==> src/rtl/rtc_cal_pkg.sv <==
package rtc_cal_pkg;

  // BCD increment of a two-digit value; 99 wraps to 00
  function automatic logic [7:0] bcd_inc(input logic [7:0] v);
    if (v == 8'h99)       return 8'h00;
    else if (v[3:0] == 4'd9) return {v[7:4] + 4'd1, 4'd0};
    else                  return {v[7:4], v[3:0] + 4'd1};
  endfunction

  // BCD year divisible by four
  function automatic logic bcd_leap(input logic [7:0] y);
    if (!y[4]) return (y[3:0] == 4'd0) || (y[3:0] == 4'd4) || (y[3:0] == 4'd8);
    else       return (y[3:0] == 4'd2) || (y[3:0] == 4'd6);
  endfunction

  // last day of a month, BCD
  function automatic logic [7:0] bcd_month_end(input logic [7:0] m, input logic [7:0] y);
    case (m)
      8'h02:                      return bcd_leap(y) ? 8'h29 : 8'h28;
      8'h04, 8'h06, 8'h09, 8'h11: return 8'h30;
      default:                    return 8'h31;
    endcase
  endfunction

endpackage

==> src/rtl/rtc_prescaler.sv <==
module rtc_prescaler #(
  parameter int A_W   = 7,
  parameter int S_W   = 15
) (
  input  logic           clk,
  input  logic           rst,
  input  logic           hold,
  input  logic [A_W-1:0] a_div,
  input  logic [S_W-1:0] s_div,
  output logic           tick
);
  logic [A_W-1:0] a_cnt;
  logic [S_W-1:0] s_cnt;

  always_ff @(posedge clk) begin
    if (rst) begin
      a_cnt <= a_div;
      s_cnt <= s_div;
      tick  <= 1'b0;
    end else if (hold) begin
      a_cnt <= a_div;
      s_cnt <= s_div;
      tick  <= 1'b0;
    end else if (a_cnt == '0) begin
      a_cnt <= a_div;
      if (s_cnt == '0) begin
        s_cnt <= s_div;
        tick  <= 1'b1;
      end else begin
        s_cnt <= s_cnt - 1'b1;
        tick  <= 1'b0;
      end
    end else begin
      a_cnt <= a_cnt - 1'b1;
      tick  <= 1'b0;
    end
  end

  AST_NO_TICK_IN_HOLD: assert property (@(posedge clk) disable iff (rst)
    hold |=> !tick);

endmodule

==> src/rtl/rtc_calendar.sv <==
module rtc_calendar
  import rtc_cal_pkg::*;
(
  input  logic        clk,
  input  logic        rst,
  input  logic        hold,
  input  logic        step,
  input  logic        load_time,
  input  logic        load_date,
  input  logic [31:0] wr_word,
  output logic [31:0] time_word,
  output logic [31:0] date_word
);
  logic [7:0] sec_q, min_q, hr_q, day_q, mon_q, yr_q;
  logic [2:0] wd_q;
  logic [7:0] sec_n, min_n, hr_n, day_n, mon_n, yr_n;
  logic [2:0] wd_n;
  logic       unused_bits;

  assign unused_bits = ^{wr_word[31:24], wr_word[7]};

  always_comb begin
    sec_n = bcd_inc(sec_q);
    min_n = min_q;
    hr_n  = hr_q;
    day_n = day_q;
    mon_n = mon_q;
    yr_n  = yr_q;
    wd_n  = wd_q;
    if (sec_q == 8'h59) begin
      sec_n = 8'h00;
      min_n = bcd_inc(min_q);
      if (min_q == 8'h59) begin
        min_n = 8'h00;
        hr_n  = bcd_inc(hr_q);
        if (hr_q == 8'h23) begin
          hr_n  = 8'h00;
          day_n = bcd_inc(day_q);
          wd_n  = (wd_q == 3'd7) ? 3'd1 : wd_q + 3'd1;
          if (day_q == bcd_month_end(mon_q, yr_q)) begin
            day_n = 8'h01;
            mon_n = bcd_inc(mon_q);
            if (mon_q == 8'h12) begin
              mon_n = 8'h01;
              yr_n  = bcd_inc(yr_q);
            end
          end
        end
      end
    end
  end

  always_ff @(posedge clk) begin
    if (rst) begin
      sec_q <= 8'h00; min_q <= 8'h00; hr_q <= 8'h00;
      day_q <= 8'h01; mon_q <= 8'h01; yr_q <= 8'h00; wd_q <= 3'd1;
    end else if (hold) begin
      if (load_time) begin
        sec_q <= {1'b0, wr_word[6:0]};
        min_q <= {1'b0, wr_word[14:8]};
        hr_q  <= {2'b0, wr_word[21:16]};
      end
      if (load_date) begin
        day_q <= {2'b0, wr_word[5:0]};
        mon_q <= {3'b0, wr_word[12:8]};
        wd_q  <= wr_word[15:13];
        yr_q  <= wr_word[23:16];
      end
    end else if (step) begin
      sec_q <= sec_n; min_q <= min_n; hr_q <= hr_n;
      day_q <= day_n; mon_q <= mon_n; yr_q <= yr_n; wd_q <= wd_n;
    end
  end

  assign time_word = {10'b0, hr_q[5:0], 1'b0, min_q[6:0], 1'b0, sec_q[6:0]};
  assign date_word = {8'b0, yr_q, wd_q, mon_q[4:0], 2'b0, day_q[5:0]};

  AST_FROZEN_IN_INIT: assert property (@(posedge clk) disable iff (rst)
    (hold && !load_time) |=> $stable(time_word));

  AST_DATE_HELD: assert property (@(posedge clk) disable iff (rst)
    (!step && !load_date) |=> $stable(date_word));

endmodule

==> src/rtl/bcd_rtc.sv <==
module bcd_rtc #(
  parameter int A_W     = 7,
  parameter int S_W     = 15,
  parameter int A_RESET = 127,
  parameter int S_RESET = 255
) (
  input  logic        clk,
  input  logic        rst,
  input  logic        wr_en,
  input  logic        rd_en,
  input  logic [1:0]  addr,
  input  logic [31:0] wdata,
  output logic [31:0] rdata,
  output logic        tick
);
  localparam logic [1:0] ADR_TIME = 2'd0;
  localparam logic [1:0] ADR_DATE = 2'd1;
  localparam logic [1:0] ADR_STAT = 2'd2;
  localparam logic [1:0] ADR_DIV  = 2'd3;
  localparam int         A_LSB    = 16;

  logic           init_req, init_s1, initf;
  logic           rsf, tick_d;
  logic [1:0]     sync_pipe;
  logic [A_W-1:0] a_div;
  logic [S_W-1:0] s_div;
  logic [31:0]    live_time, live_date, shd_time, shd_date;
  logic           wr_stat, rsf_clr, copy, inits;
  logic           ld_time, ld_date, ld_div;

  assign wr_stat = wr_en && (addr == ADR_STAT);
  assign rsf_clr = wr_stat && !wdata[2];
  assign ld_time = wr_en && (addr == ADR_TIME) && initf;
  assign ld_date = wr_en && (addr == ADR_DATE) && initf;
  assign ld_div  = wr_en && (addr == ADR_DIV)  && initf;
  assign copy    = initf || tick_d || sync_pipe[1];
  assign inits   = live_date[23:16] != 8'h00;

  // init request and its two-flop acknowledge
  always_ff @(posedge clk) begin
    if (rst) begin
      init_req <= 1'b0;
      init_s1  <= 1'b0;
      initf    <= 1'b0;
    end else begin
      if (wr_stat) init_req <= wdata[0];
      init_s1 <= init_req;
      initf   <= init_s1;
    end
  end

  always_ff @(posedge clk) begin
    if (rst) begin
      a_div <= A_W'(A_RESET);
      s_div <= S_W'(S_RESET);
    end else if (ld_div) begin
      a_div <= wdata[A_LSB +: A_W];
      s_div <= wdata[S_W-1:0];
    end
  end

  rtc_prescaler #(.A_W(A_W), .S_W(S_W)) u_presc (
    .clk(clk), .rst(rst), .hold(initf),
    .a_div(a_div), .s_div(s_div), .tick(tick)
  );

  rtc_calendar u_cal (
    .clk(clk), .rst(rst), .hold(initf), .step(tick && !initf),
    .load_time(ld_time), .load_date(ld_date), .wr_word(wdata),
    .time_word(live_time), .date_word(live_date)
  );

  // shadow copies and resync flag
  always_ff @(posedge clk) begin
    if (rst) begin
      tick_d    <= 1'b0;
      sync_pipe <= 2'b00;
      rsf       <= 1'b1;
      shd_time  <= 32'h0000_0000;
      shd_date  <= 32'h0000_2101;
    end else begin
      tick_d    <= tick;
      sync_pipe <= {sync_pipe[0], rsf_clr};
      if (rsf_clr)   rsf <= 1'b0;
      else if (copy) rsf <= 1'b1;
      if (copy) begin
        shd_time <= live_time;
        shd_date <= live_date;
      end
    end
  end

  always_ff @(posedge clk) begin
    if (rst) begin
      rdata <= 32'h0;
    end else if (rd_en) begin
      case (addr)
        ADR_TIME: rdata <= shd_time;
        ADR_DATE: rdata <= shd_date;
        ADR_STAT: rdata <= {28'b0, inits, rsf, initf, init_req};
        default:  rdata <= {9'b0, 7'(a_div), 1'b0, 15'(s_div)};
      endcase
    end
  end

  AST_INITF_RISE: assert property (@(posedge clk) disable iff (rst)
    $rose(initf) |-> $past(init_req, 2));

  AST_INITF_FALL: assert property (@(posedge clk) disable iff (rst)
    $fell(initf) |-> !$past(init_req, 2));

  AST_RSF_CLEARED: assert property (@(posedge clk) disable iff (rst)
    rsf_clr |=> !rsf);

  AST_WRITE_IGNORED: assert property (@(posedge clk) disable iff (rst)
    (wr_en && addr == ADR_TIME && !initf && !tick) |=> $stable(live_time));

endmodule

==> config.mk <==
export PLATFORM = sky130hd
export DESIGN_NAME = bcd_rtc
export DESIGN_NICKNAME = d
export VERILOG_FILES = /design/src/rtl/rtc_cal_pkg.sv /design/src/rtl/rtc_prescaler.sv /design/src/rtl/rtc_calendar.sv /design/src/rtl/bcd_rtc.sv
export SDC_FILE = /design/constraint.sdc
export NUM_CORES = 1
export LEC_CHECK = 0
export BUFFER_PORTS_ARGS = -buffer_cell sky130_fd_sc_hd__buf_2
export CORE_MARGIN = 1.5
export CORE_UTILIZATION = 60
export CTS_CLUSTER_SIZE = 30
export DETAILED_ROUTE_END_ITERATION = 10
export MAX_ROUTING_LAYER = met4
export PLACE_DENSITY = 0.9
export SLEW_MARGIN = 5
export SYNTH_ARGS = -nofsm -noshare
export SYNTH_HDL_FRONTEND = slang
export SYNTH_SLANG_ARGS = --single-unit
==> constraint.sdc <==
create_clock -name clk -period 3.2 [get_ports clk]
set_clock_uncertainty 0.05 [all_clocks]
set_input_delay 0.32 -clock clk [delete_from_list [all_inputs] [get_ports clk]]
set_output_delay 0.32 -clock clk [all_outputs]
set_load 0.01 [all_outputs]
# == Yosys cells after proc, flatten, opt, wreduce, memory -nomap -nowiden ==
# Cells that the tools add are included.
# word_totals
regBits,177
output_inout_bits,33
wordCells,202
# op_classes
add_sub_neg,15
n_eq_ne,32
mux,78
bitwise,1
reduce_logical,49
# ops
operator,count
$mux W8,53
$pmux W24 S3,1
$mux W15,4
$add A4 B1 Y4 const B,12
$eq A8 B8 Y1 const B,6
$eq A4 B4 Y1 const B,7
$mux W3,7
$mux W7,3
$reduce_bool A4 Y1,5
$eq A8 B3 Y1 const B,2
$eq A8 B5 Y1 const B,2
$eq A8 B7 Y1 const B,2
$pmux W8 S2,1
$logic_not A15 Y1,1
$sub A15 B1 Y15 const B,1
$reduce_and A7 Y1,2
$reduce_bool A2 Y1,7
$reduce_and A6 Y1,2
$reduce_and A5 Y1,2
$logic_and A1 B1 Y1,9
$mux W1,9
$eq A4 B3 Y1 const B,2
$eq A8 B2 Y1 const B,1
$eq A8 B4 Y1 const B,1
other kinds (23),33

# == Logic depth before layout (Yosys ltp) ==
# Gate-level depths: netlist (run 1).
# logic_depth
ltp_word,20
depth_mapped,9
depth_no_buf,8

# == Modules after synthesis ==
# A second synthesis (run 1) with hierarchy kept.
# unflattened
cells_unflattened,1205
hier_area_um2,10410.0
# by_module_without_submodules
mod,n_inst,cells_per_inst,area_each_um2,seq_area_each_um2
bcd_rtc,1,599,5223.8,2502.4
rtc_calendar,1,483,3853.7,1021.0
rtc_prescaler,1,123,1332.5,610.6

# == Worst setup path before layout (run 1) ==
# Ideal clock, no wire load.
# synth_path
path_kind,reg-to-reg
start,register u_cal.mon_q[4]
end,register u_cal.mon_q[5]
arrival_ns,2.561
required_time_ns,3.033
slack_ns,0.472
path_stages_with_launch,9
path_buffers,0
period_less_slack_ns,2.728
path_cell_list,dfxtp_1 inv_1 ha_1 or3b_4 or4_4 a311o_1 a211oi_4 o21ai_1 a32o_1
# synth_via
elab_chain_len,10
# synth_rtl
element,line_no,text
"start, declared",rtc_calendar.sv:14,"logic [7:0] sec_q, min_q, hr_q, day_q, mon_q, yr_q;"
"start signal, assigned",rtc_calendar.sv:65,"mon_q <= {3'b0, wr_word[12:8]};"
"start signal, assigned",rtc_calendar.sv:71,day_q <= day_n; mon_q <= mon_n; yr_q <= yr_n; wd_q <= wd_n;
"parallel branches: the longest is 10 deep, another holds $eq A8 B3 Y1",--,
# Several ways; the timed one is not identified. The select of a mux whose other input is x is not followed.
# A chain may end at the register's enable or synchronous reset.

# == Worst setup path after layout (run 1) ==
# layout_path
start,register u_cal.mon_q[4]
end,register u_cal.yr_q[4]
# layout_via
elab_chain_len,9
# layout_rtl
element,line_no,text
"$eq A8 B3 Y1, or another cell as far along",rtc_cal_pkg.sv:18,case (m)
$reduce_or A4 Y1,rtc_cal_pkg.sv:18,
$pmux W8 S2,rtc_cal_pkg.sv:18,
$mux W8,rtc_calendar.sv:36,if (hr_q == 8'h23) begin
$mux W8,rtc_calendar.sv:33,if (min_q == 8'h59) begin
$mux W8,rtc_calendar.sv:30,if (sec_q == 8'h59) begin
$eq A8 B8 Y1,rtc_calendar.sv:40,"if (day_q == bcd_month_end(mon_q, yr_q)) begin"
$reduce_bool A2 Y1 (no source line),--,
$reduce_and A8 Y1 (no source line) *,--,
"end signal, assigned",rtc_calendar.sv:67,yr_q <= wr_word[23:16];
"end signal, assigned",rtc_calendar.sv:71,
"end, declared",rtc_calendar.sv:14,
# Every way passes the cells marked *; elsewhere a longest branch is shown, timed or not. The select of a mux whose other input is x is not followed.

==> results of run 1 <==
worst max-delay path, cell delays in order (launching register included):
cell and delay (ns):
dfxtp_1 0.37, inv_1 0.08, ha_1 0.14, or3b_4 0.40, or4_4 0.54, a32o_1 0.35, o2111ai_1 0.51, a21oi_1 0.17
a311oi_1 0.30
flip-flops by register name, summed over array words and instances (netlist names), 2 cells and up:
register / count
u_cal.mon_q: 8
u_cal.hr_q: 8
u_cal.min_q: 8
shd_time: 20
u_cal.wd_q: 3
sync_pipe: 2
shd_date: 22
u_presc.s_cnt: 15
u_cal.yr_q: 8
u_cal.sec_q: 8
s_div: 15
rdata: 24
u_cal.day_q: 8
u_presc.a_cnt: 7
a_div: 7
power by group through the flow:
stage / Combinational (W) / Sequential (W) / Clock [W]
finish: 0.000244 / 0.00219 / 0.00212
CTS: 0.000239 / 0.00219 / 0.00213
global route: 0.000262 / 0.00219 / 0.00222
global placement: 0.000232 / 0.00224 / 0
floorplan: 0.000149 / 0.00224 / 0
detailed placement: 0.000236 / 0.00224 / 0
cell type report:
class,instances,area [um^2]
Clock buffer,22,464
Sequential cell,169,3530
Inverter,31,116
Clock inverter,10,144
Multi-Input combinational cell,774,4550
Timing Repair Buffer,76,438
Fill cell,988,4360
Tap cell,180,225
cells by family after synthesis:
group	share of synthesized area
buf+inv	0.0518
mux	0.0425
other cells	0.000442
xor+xnor	0.0207
flops	0.417
simple gates	0.230
fa+ha+maj	0.0398
compound gates	0.198
per-stage QoR:
step                      cell area [um^2]  setup WS [ns]  total power, W
final                                 9470          0.175         0.00456
after global routing                  9470        0.00167         0.00467
after CTS                             9460          0.241         0.00456
after detailed placement              8850          0.267         0.00247
after global placement                8850          0.384         0.00247
after floorplan                       8510          0.472         0.00239
cell usage in the layout (no fill, tap or decap), types with 4 or more instances in the layout:
master and n:
buf_4 23, o211ai_1 13, inv_1 30, a31oi_1 8, nand3b_1 7, a2bb2oi_1 4, xor2_1 11, buf_2 53
mux2i_1 27, clkbuf_16 17, a22oi_1 4, o31ai_1 6, dfxtp_1 153, nor3b_1 9, nand2b_1 7, or4_1 8
edfxtp_1 15, nor2b_1 9, nand3_1 42, xnor2_1 9, ha_1 27, o21ai_0 39, o211a_1 5, nor3_1 24
nand2_1 183, nor2_1 105, conb_1 8, nand4b_1 4, nor4_1 4, a21oi_1 114, a211oi_1 25
per-layer routing:
metal | global-route usage | vias up | routed length (um)
met1 | 0.397 | 3729 | 9150
met3 | 0.0646 | 64 | 2220
li1 | - | 3722 | -
met2 | 0.508 | 454 | 10800
met5 | - | - | 0
met4 | 0.139 | 0 | 651
how the worst max path moves through the flow:
| stage | startpoint | end | cells past startpoint |
|---|---|---|---|
| 2_1_floorplan | u_cal.mon_q[4] | u_cal.mon_q[5] | 8 |
| 3_3_place_gp | u_cal.mon_q[4] | u_cal.yr_q[4] | 8 |
| 3_5_place_dp | u_cal.mon_q[4] | u_cal.yr_q[4] | 8 |
| 4_1_cts | u_cal.mon_q[4] | u_cal.yr_q[4] | 8 |
| 5_1_grt | u_cal.mon_q[4] | u_cal.yr_q[4] | 8 |
| 6_report | u_cal.mon_q[4] | u_cal.yr_q[4] | 8 |
==> results.json, run 1 <==
{
  "wl_per_cell_um": 18.1,
  "required_ns": 3.48,
  "regToRegStartpoint": "u_cal.mon_q[4]",
  "grt_max_degree": 63,
  "rr_endpoint": "u_cal.yr_q[4]",
  "final_cell_count_no_fill": 1262,
  "detail-route-antenna-nets": 0,
  "dieArea_um2": 14900,
  "rows": 43,
  "clkSinkCount": 169,
  "yosys_warnings": 0,
  "cts_tree": "yes",
  "synth-edff-count": 15,
  "tightestPinTransition_ns": 0.877,
  "cts_made_buffers": 17,
  "fin_crit_ns": 3.03,
  "reg2reg_setup_slack_ns": 0.17,
  "crit_arrival_ns": 3.30,
  "layout-drive-gt1-share": 0.117,
  "synth_cell_type_count": 75,
  "synth_area_leaders": "dfxtp_1 (36%), nand2_1 (8.1%), a21oi_1 (6.7%), edfxtp_1 (5.3%), nor2_1 (4.6%)",
  "min_path_type": "input port to flop",
  "p_sw_w": 0.00104,
  "swShare": 0.227,
  "drtPass1Iterations": 6,
  "die_h_um": 122,
  "routed_wl_mm": 22.8,
  "path_class": "flop to flop",
  "vias_per_cell": 6.31,
  "gr-total-overflow": 0,
  "seq_area_frac_synth": 0.417,
  "finish.utilization": 0.685,
  "grt_pass1_vias": 7376,
  "ys_ff_latch": 169,
  "cts_hold_buf": 0,
  "p_seq_frac": 0.481,
  "grtUsageTotal": 0.320,
  "num_vias": 7969,
  "worstSetupEndpointType": "flop",
  "ir_worst_vdd_mv": 0.379,
  "clk_path_buf_depth": 2,
  "max_slew_margin": 0.414,
  "cap_violations": 0,
  "ys.flop_type": "dfxtp_1",
  "rsz0062_at_grt": "no",
  "antenna_found_initial": 0,
  "async_reset_ff_frac": 0,
  "power.density_nw_per_um2": 481,
  "gp_congestion": 0.891,
  "drc_errors": 0,
  "grt_pass1_wl_mm": 36.1,
  "cts_resized": 0,
  "cts-root-buf": "clkbuf_16",
  "finalHoldViolCount": 0,
  "min_from": "wdata[7]",
  "cts_setup_buffers": 0,
  "synth_top_area_share": 0.363,
  "syn_inst": 1044,
  "hold-path-cell-count": 3,
  "avgSynthCellArea_um2": 8.12,
  "leakage_nw": 3.56,
  "core_um2": 13800,
  "hpwl_mm": 14.9,
  "diodes": 0,
  "layout.nets": 1134,
  "drt_iter0_markers": 988,
  "fin_crit_sh": 0.945,
  "synth_commonest_cells": "nand2_1 (183), dfxtp_1 (154), a21oi_1 (114)",
  "netlist_area_um2": 8480,
  "path_clk_slew_ns": 0.06,
  "p_int_w": 0.00352,
  "holdWs_ns": 0.0654,
  "run_status": "complete, no violations",
  "cp-start-kind": "flop",
  "slew_violations": 0,
  "p_clk_frac": 0.466,
  "tns_ns": 0,
  "cp_max_fo": 7,
  "boundaryPins": 71,
  "yosysTopAreaCell": "dfxtp_1",
  "comb_power_share": 0.053,
  "hold_end": "s_div[7]",
  "die_width_um": 122,
  "dp.cells": 1230,
  "syn2layout_area_growth_pct": 11.6,
  "setup_violations": 0,
  "start_util": 0.613,
  "synthMostInstantiatedCell": "nand2_1",
  "fmax_ghz": 0.331,
  "portBuffers": 54,
  "clk_latency_ns": 0.44,
  "htree_levels": 4,
  "reg2reg_depth": 8
}
Power figures use the tool's default switching activity.
==> run 2: changes to the inputs <==
- ABC_AREA: not set -> 1
- CORE_UTILIZATION: 60 -> 61
- SYNTH_HIERARCHICAL: not set -> 1
==> run 2 against run 1 <==
  * Final area up 14%
  * Clock power down 5%
  * Synthesized cell count up 35%
  * Cell count up 31%
  * Critical path depth up 2
  * Utilization down 2.8 points
  * Register-to-register slack better by 0.71 ns
  * Routed wire length up 9.7%
  * Synthesized area up 20%
  * Setup slack better by 0.71 ns
  * First-iteration DRC count up 34%
  * Maximum frequency up 31%
  * Critical path type unchanged
  * Critical endpoint is now u_cal/hr_q[5]
==> results.json, run 2 <==
{
  "tns_ns": 0,
  "topRoutingLayerUsed": "met4",
  "ir_worst_vdd_mv": 0.388,
  "grtUsageTotal": 0.295,
  "min_path_type": "input port to flop",
  "leakage_nw": 4.84,
  "top_regs": "rdata: 32 flops, shd_date: 32 flops, shd_time: 32 flops",
  "cts_resized": 0,
  "synth_commonest_cells": "nand2_1 (250), nor2_1 (185), dfxtp_1 (184)",
  "final_area_um2": 10800,
  "path_class": "flop to flop",
  "layout.nets": 1482,
  "crit_chain": "buf_4 -> nand2_1 -> nor2_1 -> nand2_1 -> nand2_2 -> nand2_1 -> nor2_2 -> inv_1 -> o21ai_0 -> a21oi_1",
  "die_width_um": 132,
  "cts_setup_buffers": 0,
  "cts_hold_buf": 0,
  "drtPass1Iterations": 8,
  "wl_met2_mm": 12.0,
  "syn2layout_area_growth_pct": 6.17,
  "cts_made_buffers": 17,
  "run_status": "complete, no violations",
  "netlist_area_um2": 10200,
  "clkSinkCount": 199,
  "worstSetupEndpointType": "flop",
  "fin_crit_sh": 0.724,
  "grt_pass1_vias": 8360,
  "required_ns": 3.47,
  "drc_errors": 0,
  "synth-edff-count": 15,
  "crit_path_top_delay_cell": "dfxtp_1",
  "clk_path_buf_depth": 2,
  "boundaryPins": 71,
  "antenna_found_initial": 0,
  "portBuffers": 62,
  "die_h_um": 132,
  "rsz0062_at_grt": "no",
  "detail-route-antenna-nets": 0,
  "power.density_nw_per_um2": 466,
  "layout_commonest_cell": "nand2_1",
  "final_cell_mix": "nand2_1 (250), nor2_1 (185), dfxtp_1 (184)",
  "routed_wl_mm": 25.0,
  "synth_top_area_share": 0.362,
  "drt_iter0_markers": 1324,
  "yosysTopAreaCell": "dfxtp_1",
  "ys_ff_latch": 199,
  "fmax_ghz": 0.432,
  "synth_area_leaders": "dfxtp_1 (36%), nand2_1 (9.2%), o21ai_0 (7.5%), nor2_1 (6.8%), inv_1 (5.5%)",
  "crit_arrival_ns": 2.59,
  "wl_per_cell_um": 15.2,
  "slew_violations": 0,
  "layout-drive-gt1-share": 0.120,
  "path_clk_slew_ns": 0.07,
  "fin_crit_ns": 2.32,
  "cp-start-kind": "flop",
  "async_reset_ff_frac": 0,
  "gp_congestion": 0.992,
  "vias_per_cell": 5.64,
  "gr-total-overflow": 0,
  "start_util": 0.619,
  "grt_pass1_wl_mm": 40.8,
  "num_vias": 9289,
  "seq_area_frac_synth": 0.406,
  "yosys_warnings": 6,
  "syn_inst": 1411,
  "placed_cell_area_um2": 10300,
  "tightestPinTransition_ns": 0.899,
  "dieArea_um2": 17500,
  "cts_tree": "yes",
  "clk_latency_ns": 0.44,
  "ys.flop_type": "dfxtp_1",
  "htree_levels": 4,
  "max_slew_margin": 0.401,
  "met3_length_mm": 1.90,
  "synth_cell_type_count": 45,
  "avgSynthCellArea_um2": 7.22,
  "wl_met1_mm": 10.4,
  "cts-root-buf": "clkbuf_16",
  "diodes": 0,
  "grt_max_degree": 107,
  "setup_violations": 0,
  "finalHoldViolCount": 0,
  "cp_common_cell": "nand2_1",
  "core_um2": 16500,
  "cap_violations": 0,
  "synthMostInstantiatedCell": "nand2_1",
  "rows": 47,
  "cp_max_fo": 10,
  "slowest_delay_ns": 0.52,
  "hpwl_mm": 17.4
}
-- run 2: cell count changes after synthesis, moves of 17 or more --
cell | previous run | this run
a211oi_1 | 25 | 5
a21oi_1 | 114 | 91
buf_4 | 8 | 55
clkbuf_1 | 59 | 26
dfxtp_1 | 154 | 184
inv_1 | 30 | 150
mux2i_1 | 27 | 0
nand2_1 | 183 | 250
nand3_1 | 42 | 70
nor2_1 | 105 | 185
nor2_2 | 0 | 19
o21ai_0 | 39 | 152
o22ai_1 | 2 | 19
-- run 2: cell families after synthesis --
logic type	Yosys count	synth area share
flip-flops	199	0.406
buffers and inverters	272	0.126
other	1	0.000368
XOR/XNOR	26	0.0224
AND/OR/NAND/NOR	575	0.248
adder cells (fa/ha/maj)	28	0.0344
AO/OA/AOI/OAI	310	0.162
-- run 2: layout make-up --
class,instances,area (um^2)
Fill cell,1275,5650
Timing Repair Buffer,74,400
Clock buffer,26,509
Multi-Input combinational cell,961,4840
Clock inverter,5,38.8
Tap cell,220,275
Sequential cell,199,4130
Inverter,163,613
-- run 2: worst paths after layout --
path / startpoint / end / slack, ns / depth (start not counted)
max: initf / u_cal/hr_q[5] / 0.88 / 10
min: wdata[19] / a_div[3] / 0.08 / 3
min reg2reg: sync_pipe[0] / sync_pipe[1] / 0.36 / 2
max reg2reg: initf / u_cal/hr_q[5] / 0.88 / 10
-- run 2: routing by layer --
layer | vias to the layer above | track usage
met1 | 4283 | 0.378
met2 | 450 | 0.471
li1 | 4492 | -
met4 | 0 | 0.122
met5 | - | -
met3 | 64 | 0.0384
-- run 2: critical path: cells and delay by family (launching register included) --
family | cells | cell delay, ns
buffers and inverters | 2 | 0.40
AND/OR/NAND/NOR | 6 | 0.96
AO/OA/AOI/OAI | 2 | 0.26
flip-flops | 1 | 0.52
-- run 2: metrics by stage --
stage	worst slack [ns]	power, W	hold slack, ns	instances	util
after detailed placement	0.947	0.00307	0.351	1617	0.623
after global routing	0.746	0.00519	0.0734	1648	0.657
after CTS	0.944	0.00504	0.0575	1648	0.657
final	0.884	0.00504	0.0765	1648	0.657
after global placement	0.995	0.00305	0.343	1617	0.623
after floorplan	1.36	0.00296	0.338	1432	-
-- run 2: power by group --
group	internal, W	total [W]	switching [W]
Combinational	0.000126	0.000397	0.000271
Clock	0.00110	0.00201	0.000913
Sequential	0.00258	0.00263	0.0000446
==> run 3: changes to the inputs <==
- CORE_UTILIZATION: 61 -> 55
- PLACE_DENSITY: 0.9 -> 0.87
- clock period: 3.2 -> 1.91 ns (I/O delays scaled with it)
==> run 3 against run 2 <==
  * The run now ends with DRC, setup timing left
  * Critical path depth grew 2
  * Global-route usage shrank 0.41 points
  * Utilization down 0.68 points
  * Sequential cell count is the same
  * Maximum frequency up 15%
  * Via count increased by 3.6%
  * Worst hold slack got worse by 0.041 ns
  * Critical path type unchanged
  * Critical endpoint is now u_cal/yr_q[4]
  * Largest power group unchanged
==> results.json, run 3 (same netlist as run 2, synthesis figures left out) <==
{
  "run_status": "finished, violations left",
  "violations": "DRC, setup timing",
  "required_ns": 2.20,
  "power_w": 0.00885,
  "swShare": 0.248,
  "finish.utilization": 0.650,
  "routed_wl_mm": 27.7,
  "top_regs": "rdata: 32 flops, shd_date: 32 flops, shd_time: 32 flops",
  "boundaryPins": 71,
  "rsz0062_at_grt": "yes",
  "layout_commonest_cell": "nand2_1",
  "hpwl_mm": 18.4,
  "holdWs_ns": 0.0354,
  "fin_crit_sh": 1.06,
  "htree_levels": 4,
  "grtUsageTotal": 0.291,
  "layout-drive-gt1-share": 0.186,
  "start_util": 0.563,
  "drtPass1Iterations": 9,
  "p_seq_frac": 0.497,
  "dieArea_um2": 19300,
  "grt_max_degree": 46,
  "leakage_nw": 5.30,
  "setup_violations": 24,
  "grt_pass1_vias": 9217,
  "core_um2": 18100,
  "tns_ns": -1.40,
  "die_width_um": 139,
  "rows": 49,
  "cts_tree": "yes",
  "power.density_nw_per_um2": 753,
  "seq_area_um2": 4140,
  "portBuffers": 62,
  "syn2layout_area_growth_pct": 15.4,
  "wl_per_cell_um": 16.0,
  "tightestPinTransition_ns": 0.755,
  "cts_made_buffers": 17,
  "path_clk_slew_ns": 0.07,
  "p_sw_w": 0.00220,
  "layout.nets": 1556,
  "path_class": "flop to flop",
  "final.fill_count": 1356,
  "gp_congestion": 0.941,
  "max_slew_margin": 0.496,
  "p_clk_frac": 0.418,
  "vias_per_cell": 5.56,
  "fmax_ghz": 0.495,
  "pre_cts_slack_ns": -0.0268,
  "gr-total-overflow": 0,
  "final_cell_mix": "nand2_1 (242), nor2_1 (176), dfxtp_1 (176)",
  "grt_pass1_wl_mm": 44.1,
  "met3_length_mm": 2.13,
  "worstSetupEndpointType": "flop",
  "cap_violations": 0,
  "crit_arrival_ns": 2.31,
  "wl_met2_mm": 13.1,
  "wl_met1_mm": 11.3,
  "drc_errors": 7,
  "die_h_um": 139,
  "cts-root-buf": "clkbuf_16",
  "clk_path_buf_depth": 2,
  "worst_slack_ns": -0.109,
  "detail-route-antenna-nets": 0,
  "num_vias": 9627,
  "slew_violations": 0,
  "p_int_w": 0.00665,
  "antenna_found_initial": 0,
  "min_path_type": "input port to flop",
  "finalHoldViolCount": 0,
  "clkSinkCount": 199,
  "cp-start-kind": "flop",
  "comb_power_share": 0.085,
  "topRoutingLayerUsed": "met4",
  "multi_input_area_um2": 5020,
  "fin_crit_ns": 2.02,
  "clk_latency_ns": 0.45,
  "drt_iter0_markers": 960,
  "ir_worst_vdd_mv": 0.623,
  "cp_max_fo": 8,
  "diodes": 0
}
## run 3: power by group through the flow
| stage | clock network, W | registers [W] | logic [W] |
|---|---|---|---|
| final | 0.00370 | 0.00440 | 0.000748 |
| after global routing | 0.00387 | 0.00441 | 0.000823 |
| after CTS | 0.00371 | 0.00440 | 0.000726 |
| after detailed placement | 0 | 0.00449 | 0.000687 |
| after global placement | 0 | 0.00449 | 0.000666 |
| after floorplan | 0 | 0.00450 | 0.000457 |
## run 3: cell type report
type / instances / area share
multi-input cells: 961 / 0.427
flip-flops and latches: 199 / 0.353
repair buffers: 148 / 0.0917
inverters: 163 / 0.0525
clock buffers: 20 / 0.0398
well taps: 229 / 0.0244
clock inverters: 12 / 0.0117
## run 3: timing repair
item,in CTS,in global routing
buffers inserted,1,2
pin swaps,5,15
resized for setup,4,61
hold endpoints to repair,17,0
hold buffers,17,0
endpoints found under the setup margin,25,45
## run 3: stage by stage
stage / cell area (um^2) / instances
3_3_place_gp: 10700 / 1680
4_1_cts: 11600 / 1730
2_1_floorplan: 10300 / 1432
6_report: 11800 / 1732
5_1_grt: 11800 / 1732
3_5_place_dp: 10700 / 1680
## run 3: critical path, stage by stage, from the launching register on
cell and delay, ns:
dfxtp_2 0.32, inv_2 0.07, ha_4 0.13, nand3_2 0.09
nor2_2 0.15, nor2_2 0.07, nor3_4 0.24, o21ai_4 0.11
nor2_8 0.15, buf_12 0.14, nand4_4 0.18, nor2_2 0.15
nor2_1 0.06
## run 3: layer usage
metal  vias to the layer above  track usage
met5                         -            -
met1                      4398        0.346
met2                       478        0.482
li1                       4637            -
met4                         0        0.130
met3                       114       0.0518
## run 3: path summary, 6_finish.rpt
| check | startpoint | to | slack (ns) | cells after the start |
|---|---|---|---|---|
| setup / recovery | u_cal/min_q[5] | u_cal/yr_q[4] | -0.11 | 12 |
| hold / removal | wdata[10] | s_div[10] | 0.04 | 3 |
| setup reg to reg | u_cal/min_q[5] | u_cal/yr_q[4] | -0.11 | 12 |
| hold reg to reg | init_s1 | initf | 0.35 | 2 |
